--- config.mk ---
export PLATFORM = sky130hd
export DESIGN_NAME = mii_mgmt
export DESIGN_NICKNAME = d
export VERILOG_FILES = /design/src/rtl/mii_mgmt_pkg.sv /design/src/rtl/mii_mgmt_clkdiv.sv /design/src/rtl/mii_mgmt_shift.sv /design/src/rtl/mii_mgmt.sv
export SDC_FILE = /design/constraint.sdc
export NUM_CORES = 1
export LEC_CHECK = 0
export BUFFER_PORTS_ARGS = -buffer_cell sky130_fd_sc_hd__buf_4
export CAP_MARGIN = 40
export CELL_PAD_IN_SITES_DETAIL_PLACEMENT = 0
export CELL_PAD_IN_SITES_GLOBAL_PLACEMENT = 1
export CORE_MARGIN = 2
export CORE_UTILIZATION = 36
export CTS_BUF_LIST = sky130_fd_sc_hd__clkbuf_16
export CTS_CLUSTER_SIZE = 24
export DETAILED_ROUTE_END_ITERATION = 8
export GPL_TIMING_DRIVEN = 0
export PLACE_DENSITY = 0.78
export RECOVER_POWER = 25
export SLEW_MARGIN = 20
export SYNTH_ARGS = -nofsm -noshare
export SYNTH_HDL_FRONTEND = slang
export SYNTH_SLANG_ARGS = --single-unit
--- constraint.sdc ---
create_clock -name clk_i -period 2.2 [get_ports clk_i]
set_clock_uncertainty 0.1 [all_clocks]
set_input_delay 0.11 -clock clk_i [delete_from_list [all_inputs] [get_ports clk_i]]
set_output_delay 0.11 -clock clk_i [all_outputs]
set_load 0.1 [all_outputs]
--- src/rtl/mii_mgmt_pkg.sv ---
package mii_mgmt_pkg;
  localparam int CMD_W   = 32;
  localparam int DATA_W  = 16;
  localparam int EVT_BIT = 23;
  localparam int SPD_LSB = 1;
  localparam int OP_HI   = 29;
  localparam int OP_LO   = 28;
  localparam logic [1:0] OP_READ = 2'b10;

  function automatic logic is_read(input logic [CMD_W-1:0] c);
    return c[OP_HI:OP_LO] == OP_READ;
  endfunction
endpackage

--- src/rtl/mii_mgmt_clkdiv.sv ---
module mii_mgmt_clkdiv #(
  parameter int DIV_W = 6
) (
  input  logic             clk_i,
  input  logic             rst_ni,
  input  logic             start_i,
  input  logic             run_i,
  input  logic [DIV_W-1:0] div_i,
  output logic             mdc_o,
  output logic             rise_o,
  output logic             fall_o
);
  logic [DIV_W-1:0] div_q, cnt_q;
  logic             mdc_q, tick;

  assign tick   = run_i && (cnt_q == div_q - DIV_W'(1));
  assign rise_o = tick && !mdc_q;
  assign fall_o = tick && mdc_q;
  assign mdc_o  = mdc_q;

  always_ff @(posedge clk_i or negedge rst_ni) begin
    if (!rst_ni) begin
      div_q <= '0;
      cnt_q <= '0;
      mdc_q <= 1'b0;
    end else if (start_i) begin
      div_q <= div_i;  // divisor frozen for the whole frame
      cnt_q <= '0;
      mdc_q <= 1'b0;
    end else if (tick) begin
      cnt_q <= '0;
      mdc_q <= ~mdc_q;
    end else if (run_i) begin
      cnt_q <= cnt_q + DIV_W'(1);
    end
  end

  a_r3_mdc_idle_low: assert property (@(posedge clk_i) disable iff (!rst_ni)
    !run_i |-> !mdc_q);
  a_r3_mdc_holds_between_ticks: assert property (@(posedge clk_i) disable iff (!rst_ni)
    (run_i && !tick && !start_i) |=> $stable(mdc_q));
endmodule

--- src/rtl/mii_mgmt_shift.sv ---
module mii_mgmt_shift
  import mii_mgmt_pkg::*;
#(
  parameter int PRE_BITS = 32
) (
  input  logic              clk_i,
  input  logic              rst_ni,
  input  logic              start_i,
  input  logic [CMD_W-1:0]  cmd_i,
  input  logic              rise_i,
  input  logic              fall_i,
  input  logic              mdio_i,
  output logic              busy_o,
  output logic              mdio_o,
  output logic              oe_o,
  output logic              done_o,
  output logic              rd_o,
  output logic [DATA_W-1:0] rx_o
);
  localparam int N       = PRE_BITS + CMD_W;
  localparam int IDX_W   = $clog2(N + 1);
  localparam int TA2_IDX = PRE_BITS + CMD_W - DATA_W - 1;
  localparam int DAT_IDX = TA2_IDX + 1;
  localparam int LAST    = N - 1;

  logic [IDX_W-1:0]  idx_q, nidx;
  logic [CMD_W-1:0]  sh_q;
  logic [DATA_W-1:0] rx_q;
  logic              busy_q, mdo_q, oe_q, rd_q;

  assign nidx   = idx_q + IDX_W'(1);
  assign done_o = busy_q && fall_i && (idx_q == IDX_W'(LAST));
  assign busy_o = busy_q;
  assign mdio_o = mdo_q;
  assign oe_o   = oe_q;
  assign rd_o   = rd_q;
  assign rx_o   = rx_q;

  always_ff @(posedge clk_i or negedge rst_ni) begin
    if (!rst_ni) begin
      idx_q  <= '0;
      sh_q   <= '0;
      rx_q   <= '0;
      busy_q <= 1'b0;
      mdo_q  <= 1'b1;
      oe_q   <= 1'b0;
      rd_q   <= 1'b0;
    end else if (start_i) begin
      busy_q <= 1'b1;
      idx_q  <= '0;
      rd_q   <= is_read(cmd_i);
      rx_q   <= '0;
      oe_q   <= 1'b1;
      if (PRE_BITS > 0) begin
        mdo_q <= 1'b1;
        sh_q  <= cmd_i;
      end else begin
        mdo_q <= cmd_i[CMD_W-1];
        sh_q  <= cmd_i << 1;
      end
    end else if (done_o) begin
      busy_q <= 1'b0;
      oe_q   <= 1'b0;
      mdo_q  <= 1'b1;
    end else if (busy_q && fall_i) begin
      idx_q <= nidx;
      if (nidx >= IDX_W'(PRE_BITS)) begin
        mdo_q <= sh_q[CMD_W-1];
        sh_q  <= sh_q << 1;
      end else begin
        mdo_q <= 1'b1;
      end
      oe_q <= !(rd_q && (nidx >= IDX_W'(TA2_IDX)));
    end else if (busy_q && rise_i && rd_q && (idx_q >= IDX_W'(DAT_IDX))) begin
      rx_q <= {rx_q[DATA_W-2:0], mdio_i};
    end
  end

  a_r2_mdio_changes_on_fall: assert property (@(posedge clk_i) disable iff (!rst_ni)
    (busy_q && !fall_i) |=> $stable(mdo_q));
  a_r7_released_in_read_data: assert property (@(posedge clk_i) disable iff (!rst_ni)
    (busy_q && rd_q && (idx_q > IDX_W'(TA2_IDX))) |-> !oe_q);
  a_r9_write_keeps_drive: assert property (@(posedge clk_i) disable iff (!rst_ni)
    (busy_q && !rd_q) |-> oe_q);
endmodule

--- src/rtl/mii_mgmt.sv ---
module mii_mgmt
  import mii_mgmt_pkg::*;
#(
  parameter int DIV_W    = 6,
  parameter int PRE_BITS = 32
) (
  input  logic        clk_i,
  input  logic        rst_ni,
  input  logic        mii_mode_i,
  input  logic        cmd_we_i,
  input  logic [31:0] cmd_wdata_i,
  input  logic        spd_we_i,
  input  logic [31:0] spd_wdata_i,
  input  logic        evt_clr_i,
  input  logic [31:0] evt_wdata_i,
  input  logic        mdio_i,
  output logic [31:0] data_o,
  output logic        evt_o,
  output logic        busy_o,
  output logic        mdc_o,
  output logic        mdio_o,
  output logic        mdio_oe_o
);
  localparam int SPD_MSB = SPD_LSB + DIV_W - 1;

  logic [DIV_W-1:0]  div_q;
  logic [CMD_W-1:0]  data_q;
  logic              evt_q, start, busy, done, rd, rise, fall;
  logic [DATA_W-1:0] rx;
  logic              unused_bits;

  assign unused_bits = ^{spd_wdata_i[31:SPD_MSB+1], spd_wdata_i[SPD_LSB-1:0],
                         evt_wdata_i[31:EVT_BIT+1], evt_wdata_i[EVT_BIT-1:0]};

  assign start = cmd_we_i && mii_mode_i && !busy && (div_q != '0);

  mii_mgmt_clkdiv #(.DIV_W(DIV_W)) u_div (
    .clk_i, .rst_ni, .start_i(start), .run_i(busy), .div_i(div_q),
    .mdc_o, .rise_o(rise), .fall_o(fall)
  );

  mii_mgmt_shift #(.PRE_BITS(PRE_BITS)) u_shift (
    .clk_i, .rst_ni, .start_i(start), .cmd_i(cmd_wdata_i), .rise_i(rise),
    .fall_i(fall), .mdio_i, .busy_o(busy), .mdio_o, .oe_o(mdio_oe_o),
    .done_o(done), .rd_o(rd), .rx_o(rx)
  );

  always_ff @(posedge clk_i or negedge rst_ni) begin
    if (!rst_ni) begin
      div_q  <= '0;
      data_q <= '0;
      evt_q  <= 1'b0;
    end else begin
      if (spd_we_i) div_q <= spd_wdata_i[SPD_MSB:SPD_LSB];
      if (start) data_q <= cmd_wdata_i;
      else if (done && rd) data_q[DATA_W-1:0] <= rx;
      if (done) evt_q <= 1'b1;  // set wins over a same-cycle clear
      else if (evt_clr_i && evt_wdata_i[EVT_BIT]) evt_q <= 1'b0;
    end
  end

  assign data_o = data_q;
  assign evt_o  = evt_q;
  assign busy_o = busy;

  a_r4_no_start_div_zero: assert property (@(posedge clk_i) disable iff (!rst_ni)
    (!busy && cmd_we_i && (div_q == '0)) |=> !busy);
  a_r5_no_start_mode_off: assert property (@(posedge clk_i) disable iff (!rst_ni)
    (!busy && cmd_we_i && !mii_mode_i) |=> !busy);
  a_r6_busy_write_dropped: assert property (@(posedge clk_i) disable iff (!rst_ni)
    (busy && cmd_we_i && !done) |=> $stable(data_q));
  a_r10_done_sets_event: assert property (@(posedge clk_i) disable iff (!rst_ni)
    done |=> evt_q);
  a_r10_event_holds: assert property (@(posedge clk_i) disable iff (!rst_ni)
    (!done && !(evt_clr_i && evt_wdata_i[EVT_BIT])) |=> $stable(evt_q));
endmodule

* Word-level counts from Yosys, hierarchy flattened
Cells that the tools add are included.
Widths: inputs -> output; s select.
** Storage, ports and cells
- Register bits after elaboration :: 111
- Bits of input ports :: 103
- Output and inout bits :: 37
- Word-level logic and storage cells :: 85
** Operators by class
- Add/subtract/negate cells :: 3
- Order comparisons :: 3
- Equal/unequal tests :: 5
- Muxes and demuxes :: 29
- Bitwise gates (word level) :: 1
- Reductions and logical operators :: 30
** Operators by type and width (count)
- $mux 32 :: 4
- $mux 16 :: 6
- $ge 7x6->1 const B :: 3
- $mux 7 :: 3
- $mux 6 :: 3
- $logic_and 1x1->1 :: 14
- $reduce_bool 2->1 :: 7
- $mux 1 :: 13
- $add 7x1->7 const B :: 1
- $eq 7x6->1 const B :: 1
- $add 6x1->6 const B :: 1
- $eq 6x6->1 :: 1
- $reduce_and 3->1 :: 2
- $reduce_bool 3->1 :: 2
- $reduce_bool 6->1 :: 1
- $sub 6x1->6 const B :: 1
- $ne 2x2->1 const B :: 2
- $logic_not 1->1 :: 3
- $eq 2x2->1 const B :: 1
- $reduce_and 2->1 :: 1
- $not 1->1 :: 1

* Logic depth before layout (Yosys ltp)
- Word-level depth :: 11
- Mapped depth :: 9

* Modules after synthesis
A second synthesis with hierarchy kept.
** Unflattened totals
- Cell total of the unflattened synthesis :: 564
- Area, all modules :: 5968.2 um^2
** By module, submodules not included
- mii_mgmt_shift :: instances 1, cells each 386, area an instance 3422.0 um^2, sequential area each 1477.7 um^2
- mii_mgmt :: instances 1, cells each 105, area an instance 1793.0 um^2, sequential area each 975.9 um^2
- mii_mgmt_clkdiv :: instances 1, cells each 73, area an instance 753.2 um^2, sequential area each 325.3 um^2

* Worst setup path after synthesis
No wires, ideal clock.
- Path type :: reg-to-reg
- Start point :: reg u_shift.busy_q, in the netlist u_shift.busy_o
- End point :: reg u_shift.rx_q[5], in the netlist u_shift.rx_o[5]
- Setup time :: 0.125 ns
- Data arrival time :: 2.575 ns
- Data required time :: 1.975 ns
- Slack :: -0.600 ns
- Stages on the path, launching flop included :: 8
- Buffers on the path :: 3
- Cells stage by stage :: dfrtp_1 clkbuf_1 nand3_1 a211o_1 or4b_1 buf_6 buf_6 mux2i_1
** Between the ends
- Cells in the longest elaborated chain, start to end :: 7
** RTL lines
- start, declared :: line mii_mgmt_shift.sv:29 : logic busy_q, mdo_q, oe_q, rd_q;
- start signal, assigned :: line mii_mgmt_shift.sv:44 : busy_q <= 1'b0;
- start signal, assigned :: line mii_mgmt_shift.sv:49 : busy_q <= 1'b1;
- start signal, assigned :: line mii_mgmt_shift.sv:62 : busy_q <= 1'b0;
- $logic_and 1x1->1 :: line mii_mgmt_clkdiv.sv:16 : assign tick = run_i && (cnt_q == div_q - DIV_W'(1));
- $logic_and 1x1->1 :: line mii_mgmt_clkdiv.sv:17 : assign rise_o = tick && !mdc_q;
- $logic_and 1x1->1 (3 in series) :: line mii_mgmt_shift.sv:74 : end else if (busy_q && rise_i && rd_q && (idx_q >= IDX_W'(DAT_IDX))) begin
- $reduce_bool 2->1 (no source line)
- $reduce_and 3->1 (no source line)
- end signal, assigned :: line mii_mgmt_shift.sv:75 : rx_q <= {rx_q[DATA_W-2:0], mdio_i};
- end, declared :: line mii_mgmt_shift.sv:28 : logic [DATA_W-1:0] rx_q;
Several ways; a longest one is shown, not always the timed one.
A chain may end at the register's enable or synchronous reset.

* Worst setup path in the final report
- Start point :: reg u_div.div_q[2]
- End point :: reg u_shift.rx_q[8], in the netlist u_shift.rx_o[8]
** Between the ends
- Cells in the longest elaborated chain, start to end :: 9
** RTL lines
- start, declared :: line mii_mgmt_clkdiv.sv:13 : logic [DIV_W-1:0] div_q, cnt_q;
- start signal, assigned :: line mii_mgmt_clkdiv.sv:27 : div_q <= div_i;
- $sub 6x1->6 (*) :: line mii_mgmt_clkdiv.sv:16
- $eq 6x6->1 (*) :: line mii_mgmt_clkdiv.sv:16
- $logic_and 1x1->1 (*) :: line mii_mgmt_clkdiv.sv:16
- $logic_and 1x1->1 :: line mii_mgmt_clkdiv.sv:17
- $logic_and 1x1->1 (3 in series) :: line mii_mgmt_shift.sv:74
- $reduce_bool 2->1 (no source line)
- $reduce_and 3->1 (no source line) (*)
Mark *: on every way between the ends. The rest lies on a longest branch, timed or not.

==> results.sh <==
export IMPL_fin_ws_ns=-0.257
export IMPL_yosys_area_top_type_share=0.545
export IMPL_totalPowerFinal_uw=7250
export IMPL_yosysUniqueCellTypes=50
export IMPL_seq_area_frac_synth=0.550
export IMPL_overflow=0
export IMPL_max_freq_ghz=0.407
export IMPL_fin_crit_sh=1.12
export IMPL_start_util=0.367
export IMPL_cts_clk_slew_worst_paths_ns=0.07
export IMPL_multi_input_area_um2=2320
export IMPL_grt_pass1_wl_um=22000
export IMPL_outcome="finished, violations left"
export IMPL_rsz0062_at_grt="yes"
export IMPL_hpwl_um=8950
export IMPL_p_per_area_nw_per_um2=996
export IMPL_synthTopCellsByArea="dfrtp_1 (55%), nand2_1 (9.2%), mux2_2 (4.9%), mux2i_1 (4.4%), a21o_1 (2.7%)"
export IMPL_wl_per_cell_um=16.7
export IMPL_vias_per_cell=5.08
export IMPL_cts_tree="built"
export IMPL_endpoint_kind="flop"
export IMPL_crit_fanout=7
export IMPL_ys_seq_elements=111
export IMPL_syn_area_per_cell_um2=10.5
export IMPL_holdPathStages=2
export IMPL_synth_fp_nets=588
export IMPL_reg2reg_depth=6
export IMPL_fp_coreArea_um2=13800
export IMPL_cts_path_max_buffers=2
export IMPL_dieHeight_um=122
export IMPL_remaining_drc_errors=0
export IMPL_final_hold_viol_count=0
export IMPL_arrival_ns=2.59
export IMPL_final_max_slew_violation_count=0
export IMPL_worst_slew_pin_slew_ns=1.10
export IMPL_max_stage_delay_ns=0.58
export IMPL_grt_max_degree=72
export IMPL_period_needed_ns=2.46
export IMPL_min_to="div_q[2]$_DFFE_PN0P_"
export IMPL_cts_max_level=3
export IMPL_synth_edff_count=0
export IMPL_worstPathCellList="nand3b_1 -> a311o_1 -> a211o_1 -> or4b_4 -> buf_12 -> mux2i_1"
export IMPL_violations="setup timing"
export IMPL_critPathLaunchType="flop"
export IMPL_first_iter_violations=321
export IMPL_die_area_um2=15000
export IMPL_synthXorXnorAreaFrac=0.0260
export IMPL_r2r_slack_ns=-0.26
export IMPL_port_buffer_count=81
export IMPL_synthTopCellsByCount="nand2_1 (124), dfrtp_1 (110), mux2_2 (22), mux2i_1 (22), nand3_1 (22)"
export IMPL_dp_slack_ns=-0.754
export IMPL_cts_root_buf="clkbuf_16"
export IMPL_num_fill_cells=1223
export IMPL_fin_tns_setup_ns=-13.10
export IMPL_insertion_delay_ns=0.36
export IMPL_power_leakage_uw=0.00365
export IMPL_grt_usage=0.192
export IMPL_cp_required_ns=2.34
export IMPL_grt_antenna_before_repair=0
export IMPL_setup_viol=71
export IMPL_synth_main_ff_cell="dfrtp_1"
export IMPL_async_flop_share=1.00
export IMPL_drive_gt1_frac=0.327
export IMPL_ys_warnings_count=0
export IMPL_reg2reg_from="u_div.div_q[2]$_DFFE_PN0P_"
export IMPL_antenna_cells=0
export IMPL_slowest_stage="or4b_4"
export IMPL_routabilityCongestion=0.889
export IMPL_grt_pass1_vias=4312
export IMPL_drt_first_pass_iters=4
export IMPL_final_util=0.529
export IMPL_worstHoldStart="spd_we_i"
export IMPL_area_delta_synth_final_pct=44.2
export IMPL_crit_type="flop to flop"
export IMPL_synthMuxAreaShare=0.0927
export IMPL_max_slew_margin=0.264
export IMPL_cap_violations=0
export IMPL_synth_compound_area_frac=0.114
export IMPL_synthAdderAreaFrac=0.0144
export IMPL_hold_class="primary input to flop"
export IMPL_numCtsBuffers=9
export IMPL_io_pins=140
export IMPL_die_width_um=122
export IMPL_synth_top_family_by_area="simple AND/OR/NAND/NOR gates"
export IMPL_fin_nets=752
export IMPL_netlist_instances=480
export IMPL_core_rowCount=43
export IMPL_yosysMostFrequentCell="nand2_1"
export IMPL_worst_ir_drop_vdd_mv=0.637
export IMPL_timing_rr_end="u_shift.rx_o[8]$_DFFE_PN0P_"
export IMPL_antenna_left=0
export IMPL_register_area_um2=2790
export IMPL_yosys_area_top_type="dfrtp_1"
export IMPL_totalWireLength_um=13800
export IMPL_via_count=4209
export IMPL_clock_sinks=111
export IMPL_synth_area_um2=5050
export IMPL_synthSimpleGateAreaFrac=0.171
-- state kept, by name, indices dropped and copies added (netlist names) --
signal          cells
u_shift.busy_o      1
u_shift.rx_o       16
u_shift.sh_q       32
u_shift.idx_q       7
u_div.cnt_q         6
div_q               6
u_div.mdc_o         1
u_shift.mdio_o      1
data_o             32
evt_o               1
u_div.div_q         6
u_shift.rd_o        1
u_shift.oe_o        1
-- cell families (layout without fill, tap and decap cells) --
| logic type | Yosys count | in the layout |
|---|---|---|
| AOI/OAI and AO/OA | 74 | 74 |
| xor gates and xnor gates | 15 | 15 |
| adders and majority gates | 6 | 6 |
| buffers and inverters | 36 | 204 |
| DFF | 111 | 111 |
| muxes | 44 | 44 |
| and+or+nand+nor | 194 | 194 |
-- metal layers --
| metal | wire (um) | up-vias | GRT usage |
|---|---|---|---|
| li1 | - | 2006 | - |
| met3 | 566 | 20 | 0.0293 |
| met5 | 0 | - | 0 |
| met1 | 6170 | 2080 | 0.259 |
| met2 | 6730 | 103 | 0.307 |
| met4 | 331 | 0 | 0.0841 |
-- how the worst max path moves through the flow --
stage                                       startpoint                      endpoint  slack, ns  cells past startpoint
final                       u_div.div_q[2]$_DFFE_PN0P_   u_shift.rx_o[8]$_DFFE_PN0P_      -0.26                      6
after global routing        u_div.div_q[3]$_DFFE_PN0P_   u_shift.rx_o[9]$_DFFE_PN0P_      -0.33                      7
after detailed placement  u_shift.idx_q[0]$_DFFE_PN0P_  u_shift.sh_q[29]$_DFFE_PN0P_      -0.75                      8
after global placement    u_shift.idx_q[0]$_DFFE_PN0P_  u_shift.sh_q[29]$_DFFE_PN0P_      -0.69                      8
after CTS                   u_div.div_q[1]$_DFFE_PN0P_   u_shift.rx_o[8]$_DFFE_PN0P_      -0.29                      7
after floorplan             u_div.div_q[2]$_DFFE_PN0P_   u_shift.rx_o[5]$_DFFE_PN0P_      -0.18                      7
-- power breakdown --
part,total [uW],internal [uW],switching (uW)
combinational,2790,998,1800
sequential,2870,2480,387
clock,1590,863,725
-- layout make-up --
type / count / share of cell area
plain buffers: 25 / 0.0294
clock buffers: 9 / 0.0309
clock inverters: 6 / 0.00739
inverters: 7 / 0.00361
multi-input cells: 333 / 0.319
flip-flops and latches: 111 / 0.383
well taps: 180 / 0.0309
repair buffers: 157 / 0.196
-- critical path: cells and delay by family (launching register included) --
kind	cells	cell delay, ns
AOI/OAI and AO/OA	2	0.72
buffers and inverters	1	0.18
DFF	1	0.46
muxes	1	0.11
and+or+nand+nor	2	0.76
-- through the flow --
| step | hold slack, ns | cells | area (um^2) |
|---|---|---|---|
| after detailed placement | -0.0425 | 742 | 5940 |
| final | 0.0977 | 828 | 7280 |
| after global placement | 0.225 | 741 | 5910 |
| after global routing | 0.107 | 828 | 7280 |
| after CTS | 0.0579 | 820 | 7030 |
| after floorplan | -0.286 | 480 | 5080 |
-- repair_timing --
item                       in CTS  in global routing
hold buffers                   41                  0
pin swaps                      14                 47
resized for setup              54                 36
setup buffers                  23                  7
setup endpoints to repair     104                 99
gates cloned                    1                  3
hold endpoints to repair       98                  0
-- cell usage in the layout (no fill, tap or decap), types with 7 or more instances in the layout --
| master | Yosys | final |
|---|---|---|
| mux2i_1 | 22 | 22 |
| a22o_1 | 9 | 9 |
| nor2_1 | 13 | 12 |
| dfrtp_1 | 110 | 105 |
| nand2_1 | 124 | 124 |
| buf_4 | 0 | 104 |
| a21o_1 | 18 | 18 |
| o21ai_0 | 7 | 7 |
| xnor2_1 | 9 | 8 |
| clkbuf_16 | 0 | 12 |
| nand3_2 | 0 | 13 |
| dlygate4sd3_1 | 0 | 41 |
| nand3_1 | 22 | 9 |
| o211ai_1 | 16 | 16 |
| mux2_2 | 22 | 22 |
Note: power is estimated with default switching activity, not from simulation.
